===== src/rtl/gis_pkg.sv =====
`timescale 1ns/1ps
package gis_pkg;
   localparam int CODE_W    = 4;
   localparam int ASYNC_BIT = 3;

   localparam int OFS_ACCEPT   = 'h14;
   localparam int OFS_MASK_ON  = 'h18;
   localparam int OFS_MASK_OFF = 'h1C;
   localparam int OFS_RAW      = 'h20;
   localparam int OFS_STATUS   = 'h24;
   localparam int OFS_CLEAR    = 'h28;
   localparam int OFS_SENSE0   = 'h40;

   typedef enum logic [2:0] {
      SENSE_RISE = 3'd0,
      SENSE_FALL = 3'd1,
      SENSE_HIGH = 3'd2,
      SENSE_LOW  = 3'd3,
      SENSE_BOTH = 3'd4
   } sense_kind_e;
endpackage


===== src/rtl/gis_sense_detect.sv =====
`timescale 1ns/1ps
module gis_sense_detect #(
   parameter int NUM_PINS = 32,
   parameter bit ASYNC_EN = 1'b1
) (
   input  logic                                 clk,
   input  logic                                 rst_n,
   input  logic [NUM_PINS-1:0]                  pin_in,
   input  logic [NUM_PINS*gis_pkg::CODE_W-1:0]  sense_codes,
   output logic [NUM_PINS-1:0]                  hit
);
   import gis_pkg::*;

   logic [NUM_PINS-1:0] early_q;
   logic [NUM_PINS-1:0] late_q;

   always_ff @(posedge clk or negedge rst_n) begin
      if (!rst_n) begin
         early_q <= '0;
         late_q  <= '0;
      end else begin
         early_q <= pin_in;
         late_q  <= early_q;
      end
   end

   for (genvar p = 0; p < NUM_PINS; p++) begin : g_pin
      logic [CODE_W-1:0] code;
      logic              cur;
      logic              prv;
      logic              h;

      assign code = sense_codes[p*CODE_W +: CODE_W];

      if (ASYNC_EN) begin : g_async
         assign cur = code[ASYNC_BIT] ? pin_in[p]  : early_q[p];
         assign prv = code[ASYNC_BIT] ? early_q[p] : late_q[p];
      end else begin : g_sync
         assign cur = early_q[p];
         assign prv = late_q[p];
      end

      always_comb begin
         case (sense_kind_e'(code[2:0]))
            SENSE_RISE: h = cur & ~prv;
            SENSE_FALL: h = ~cur & prv;
            SENSE_HIGH: h = cur;
            SENSE_LOW:  h = ~cur;
            SENSE_BOTH: h = cur ^ prv;
            default:    h = 1'b0;
         endcase
      end

      assign hit[p] = h;
   end
endmodule


===== src/rtl/gis_pend_mask.sv =====
`timescale 1ns/1ps
module gis_pend_mask #(
   parameter int NUM_PINS = 32
) (
   input  logic                clk,
   input  logic                rst_n,
   input  logic [NUM_PINS-1:0] set_vec,
   input  logic [NUM_PINS-1:0] clr_vec,
   input  logic [NUM_PINS-1:0] on_vec,
   input  logic [NUM_PINS-1:0] off_vec,
   output logic [NUM_PINS-1:0] raw_q,
   output logic [NUM_PINS-1:0] mask_q
);
   always_ff @(posedge clk or negedge rst_n) begin
      if (!rst_n) begin
         raw_q  <= '0;
         mask_q <= '0;
      end else begin
         raw_q  <= (raw_q & ~clr_vec) | set_vec;
         mask_q <= (mask_q | on_vec) & ~off_vec;
      end
   end
endmodule


===== src/rtl/gpio_irq_sense.sv =====
`timescale 1ns/1ps
module gpio_irq_sense #(
   parameter int NUM_PINS = 32,
   parameter int DATA_W   = 32,
   parameter int ADDR_W   = 8,
   parameter bit ASYNC_EN = 1'b1
) (
   input  logic              clk,
   input  logic              rst_n,
   input  logic              reg_wen,
   input  logic [ADDR_W-1:0] reg_addr,
   input  logic [DATA_W-1:0] reg_wdata,
   output logic [DATA_W-1:0] reg_rdata,
   input  logic [NUM_PINS-1:0] pin_in,
   output logic              irq_lo,
   output logic              irq_hi
);
   import gis_pkg::*;

   localparam int PINS_PER_REG   = DATA_W / CODE_W;
   localparam int NUM_SENSE_REGS = NUM_PINS / PINS_PER_REG;
   localparam int LO_PINS        = NUM_PINS / 2;

   if (NUM_PINS % PINS_PER_REG != 0 || NUM_PINS > DATA_W || NUM_PINS < 2) begin : g_bad_pins
      $error("gpio_irq_sense: NUM_PINS must be a multiple of %0d, at least 2 and at most DATA_W", PINS_PER_REG);
   end
   if (OFS_SENSE0 + 4 * NUM_SENSE_REGS > (1 << ADDR_W)) begin : g_bad_addr
      $error("gpio_irq_sense: ADDR_W too small for the sense registers");
   end

   logic [NUM_PINS-1:0]        accept_q;
   logic [NUM_PINS-1:0]        hit_vec;
   logic [NUM_PINS-1:0]        set_vec;
   logic [NUM_PINS-1:0]        clr_vec;
   logic [NUM_PINS-1:0]        on_vec;
   logic [NUM_PINS-1:0]        off_vec;
   logic [NUM_PINS-1:0]        raw_pend;
   logic [NUM_PINS-1:0]        mask_en;
   logic [NUM_PINS-1:0]        status;
   logic [NUM_PINS*CODE_W-1:0] sense_flat;

   function automatic logic hit_ofs(input logic [ADDR_W-1:0] a, input int ofs);
      return reg_wen && (a == ADDR_W'(ofs));
   endfunction

   always_ff @(posedge clk or negedge rst_n) begin
      if (!rst_n)                         accept_q <= '0;
      else if (hit_ofs(reg_addr, OFS_ACCEPT)) accept_q <= reg_wdata[NUM_PINS-1:0];
   end

   for (genvar k = 0; k < NUM_SENSE_REGS; k++) begin : g_sense
      logic [DATA_W-1:0] code_q;
      always_ff @(posedge clk or negedge rst_n) begin
         if (!rst_n)                                     code_q <= '0;
         else if (hit_ofs(reg_addr, OFS_SENSE0 + 4 * k)) code_q <= reg_wdata;
      end
      assign sense_flat[k*DATA_W +: DATA_W] = code_q;
   end

   assign on_vec  = hit_ofs(reg_addr, OFS_MASK_ON)  ? reg_wdata[NUM_PINS-1:0] : '0;
   assign off_vec = hit_ofs(reg_addr, OFS_MASK_OFF) ? reg_wdata[NUM_PINS-1:0] : '0;
   assign clr_vec = hit_ofs(reg_addr, OFS_CLEAR)    ? reg_wdata[NUM_PINS-1:0] : '0;

   gis_sense_detect #(.NUM_PINS(NUM_PINS), .ASYNC_EN(ASYNC_EN)) u_detect (
      .clk        (clk),
      .rst_n      (rst_n),
      .pin_in     (pin_in),
      .sense_codes(sense_flat),
      .hit        (hit_vec)
   );

   assign set_vec = hit_vec & accept_q;

   gis_pend_mask #(.NUM_PINS(NUM_PINS)) u_pend (
      .clk    (clk),
      .rst_n  (rst_n),
      .set_vec(set_vec),
      .clr_vec(clr_vec),
      .on_vec (on_vec),
      .off_vec(off_vec),
      .raw_q  (raw_pend),
      .mask_q (mask_en)
   );

   assign status = raw_pend & mask_en;
   assign irq_lo = |status[LO_PINS-1:0];
   assign irq_hi = |status[NUM_PINS-1:LO_PINS];

   always_comb begin
      reg_rdata = '0;
      if (reg_addr == ADDR_W'(OFS_ACCEPT))   reg_rdata = DATA_W'(accept_q);
      if (reg_addr == ADDR_W'(OFS_MASK_OFF)) reg_rdata = DATA_W'(mask_en);
      if (reg_addr == ADDR_W'(OFS_RAW))      reg_rdata = DATA_W'(raw_pend);
      if (reg_addr == ADDR_W'(OFS_STATUS))   reg_rdata = DATA_W'(status);
      for (int k = 0; k < NUM_SENSE_REGS; k++) begin
         if (reg_addr == ADDR_W'(OFS_SENSE0 + 4 * k))
            reg_rdata = sense_flat[k*DATA_W +: DATA_W];
      end
   end
endmodule


===== config.mk =====
export PLATFORM = sky130hd
export DESIGN_NAME = gpio_irq_sense
export DESIGN_NICKNAME = d
export VERILOG_FILES = /design/src/rtl/gis_pkg.sv /design/src/rtl/gis_sense_detect.sv /design/src/rtl/gis_pend_mask.sv /design/src/rtl/gpio_irq_sense.sv
export SDC_FILE = /design/constraint.sdc
export NUM_CORES = 1
export LEC_CHECK = 0
export CORE_AREA = 10 10 198 200
export CTS_CLUSTER_DIAMETER = 50
export DETAILED_ROUTE_END_ITERATION = 8
export DIE_AREA = 0 0 208 210
export DONT_BUFFER_PORTS = 1
export PLACE_DENSITY = 0.56
export SETUP_SLACK_MARGIN = 0.1
export SYNTH_ARGS = -nofsm -noshare
export SYNTH_HDL_FRONTEND = slang
export SYNTH_SLANG_ARGS = --single-unit
export TNS_END_PERCENT = 10

===== constraint.sdc =====
create_clock -name clk -period 5 [get_ports clk]
set_input_delay 1.5 -clock clk [delete_from_list [all_inputs] [get_ports clk]]
set_output_delay 1.5 -clock clk [all_outputs]
set_load 0.01 [all_outputs]

==> flow_summary.toml <==
[clock_network]
cts_tree = "built"
h-tree-depth = 2
cts_buffer_depth = 3
cts_root_buffer = "clkbuf_16"
clock_sinks = 288
holdBufCountCts = 0
clk_pin_slew_worst_paths_ps = 60
worstSkewPairLatency_ps = 550
post-cts-setup-buffers = 0
cts_made_buffers = 40

[global_route]
grt_max_degree = 289
antenna_found_initial = 0
grt_overflow = 0
track_usage = 0.229
grt_pass1_vias = 12200
grt_pass1_wl_um = 78200

[setup_path]
crit_required_ps = 3500
worstSetupPathType = "in -> out"
crit_arrival_ps = 3410
crit_path_start_kind = "input pin"
setup.worst_path.end_class = "output pin"
reg2reg_setup_slack_ps = 2550
worstPathMaxFanout = 9

[synth]
synthCells = 1461
synthArstFlopShare = 1.00
ys_seq_area_frac = 0.452
synth.distinct_cells = 50
synth_area_um2 = 15900
synth_fp_nets = 1600
ys_seq_elements = 288
synth_area_per_cell_um2 = 10.9
synth_flop_cell = "dfrtp_1"
yosysWarnings = 0
synth-edff-count = 0

[layout]
syn2layout_area_growth_pct = 12.9
drive_gt1_frac = 0.176
final_area_um2 = 18000
fillers = 3215
n_antenna_cell = 0
ff_latch_area_um2 = 7210
nNetsFinal = 1611
final_core_util = 0.510
multi_input_area_um2 = 8150

[placed_design]
dp_hpwl_um = 34400
gp_congestion = 0.883
place_area_um2 = 16600
portBuffers = 0

[sta]
final.setup.tns_ps = 0
hold_ws_ps = 395
skew_ps = 17.1
period_share = 0.981
worst_slew_pin_slew_ps = 1170
period_minus_slack_ps = 4910
finalSetupViolCount = 0
timing.fmax_mhz = 204
rsz0062_at_grt = "no"
maxSlewViolCount = 0
max_slew_margin = 0.216
hold_viol = 0

[drt]
remaining_drc_errors = 0
ant_nets = 0
wl_met1_um = 22100
post_drt_wl_per_cell_um = 25.8
wl_met2_um = 23200
firstDrtPassIters = 5
viasPerCell = 6.22
vias = 12200
drt_wl_total_um = 50600
wl_met3_um = 4170
routed.top_layer = "met4"
drtIter0Drc = 944

[die]
design.core.area_um2 = 35200
io_pins = 109
die_area_um2 = 43700
rows = 69
die_h_um = 210
die_w_um = 208
initial_core_util = 0.452

[pwr]
p_leak_nw = 8.36
powerDensity_nw_per_um2 = 342
ir_worst_vdd_mv = 0.276

[worst_hold_path]
min_path_type = "reg -> reg"

[status]
run_status = "finished clean"

[job]
drv_cap = 0
area by class of cell:
class                           instances  share of cell area
Multi-Input combinational cell       1029               0.453
Sequential cell                       288               0.401
Clock buffer                           50              0.0623
Tap cell                              461              0.0321
Timing Repair Buffer                   49              0.0232
Clock inverter                         20              0.0148
Inverter                               64              0.0134
layout by cell type (no fill, tap or decap), drive strengths merged, types with 2 or more instances in the layout:
cell | synthesis | final
mux2 | 160 | 160
a311o | 24 | 24
nor2 | 28 | 28
nor3 | 3 | 3
mux2i | 96 | 96
inv | 64 | 69
a22o | 28 | 28
ha | 64 | 64
a22oi | 24 | 24
clkinv | 0 | 7
xor2 | 32 | 32
o22ai | 8 | 8
bufinv | 0 | 5
o21ai | 114 | 114
nand4 | 8 | 8
nor2b | 35 | 35
and2 | 2 | 2
a21oi | 108 | 108
clkbuf | 35 | 50
dfrtp | 288 | 288
a221o | 8 | 8
or4b | 4 | 4
nor4b | 35 | 35
a221oi | 26 | 26
or4 | 3 | 3
nor4 | 2 | 2
o221ai | 6 | 6
buf | 45 | 49
nand3 | 9 | 9
clkinvlp | 0 | 3
nand2 | 134 | 134
a211oi | 64 | 64
cells in the mapped netlist (28+ instances only):
| library cell | count | share of area |
|---|---|---|
| a22o_1 | 28 | 0.015 |
| clkbuf_1 | 35 | 0.0082 |
| mux2_1 | 36 | 0.025 |
| xor2_1 | 32 | 0.018 |
| nor2b_1 | 35 | 0.014 |
| mux2_4 | 30 | 0.028 |
| a211oi_1 | 64 | 0.030 |
| a21oi_1 | 108 | 0.034 |
| nor4b_1 | 33 | 0.018 |
| ha_1 | 64 | 0.050 |
| nand2_1 | 132 | 0.031 |
| buf_2 | 37 | 0.012 |
| inv_1 | 64 | 0.015 |
| o21ai_0 | 113 | 0.036 |
| mux2i_1 | 96 | 0.060 |
| dfrtp_1 | 288 | 0.45 |
| mux2_2 | 94 | 0.066 |
stage by stage:
stage	setup WS, ps	cells	power (mW)
after floorplan	459	1461	3.04
after global routing	104	1961	6.38
final	93.3	1961	6.14
after global placement	184	1891	3.18
after detailed placement	175	1891	3.19
after CTS	169	1961	6.19
critical path, stage by stage:
cell,delay (ps)
or4b_1,730
nor2_2,260
buf_4,230
a221o_1,130
a21oi_1,80
a21oi_1,280
buf_4,190
repair_timing:
action	in CTS	in global routing
endpoints found under the setup margin	0	2
hold endpoints to repair	0	0
resized for setup	0	1
logic make-up after synthesis:
logic type / count (synthesis) / share of synthesized area
muxes: 256 / 0.181
AOI/OAI and AO/OA: 411 / 0.168
and+or+nand+nor: 266 / 0.0921
adders and majority gates: 64 / 0.0503
xor gates and xnor gates: 32 / 0.0176
DFF: 288 / 0.452
buffers and inverters: 144 / 0.0392
final timing paths:
path	startpoint	end	depth (start not counted)
worst max register to register	g_sense[1].code_q[31]	u_pend.raw_q[15]	6
min in group asynchronous	rst_n	u_detect.early_q[11]	0
worst max-delay path	reg_addr[4]	reg_rdata[25]	7
worst min-delay path	u_detect.early_q[2]	u_detect.late_q[2]	0
max in group asynchronous	rst_n	g_sense[0].code_q[26]	0
worst min register to register	u_detect.early_q[2]	u_detect.late_q[2]	0
state kept, by name, summed over array words and instances (netlist names):
| register | count |
|---|---|
| u_detect.late_q | 32 |
| g_sense.code_q | 128 |
| u_pend.mask_q | 32 |
| u_pend.raw_q | 32 |
| accept_q | 32 |
| u_detect.early_q | 32 |
per-layer routing:
metal  track usage  vias to the layer above
li1              -                     5445
met1         0.305                     6200
met2         0.361                      476
met3        0.0600                       82
met4        0.0645                        0
met5             0                        -
report_power, final:
group / total [mW] / leakage, nW / switching, mW / internal, mW
Sequential: 2.72 / 3.80 / 0.201 / 2.52
Combinational: 0.445 / 3.88 / 0.231 / 0.214
Clock: 2.98 / 0.674 / 1.12 / 1.86
Total: 6.14 / 8.36 / 1.56 / 4.59
(Power assumes the default switching activity.)
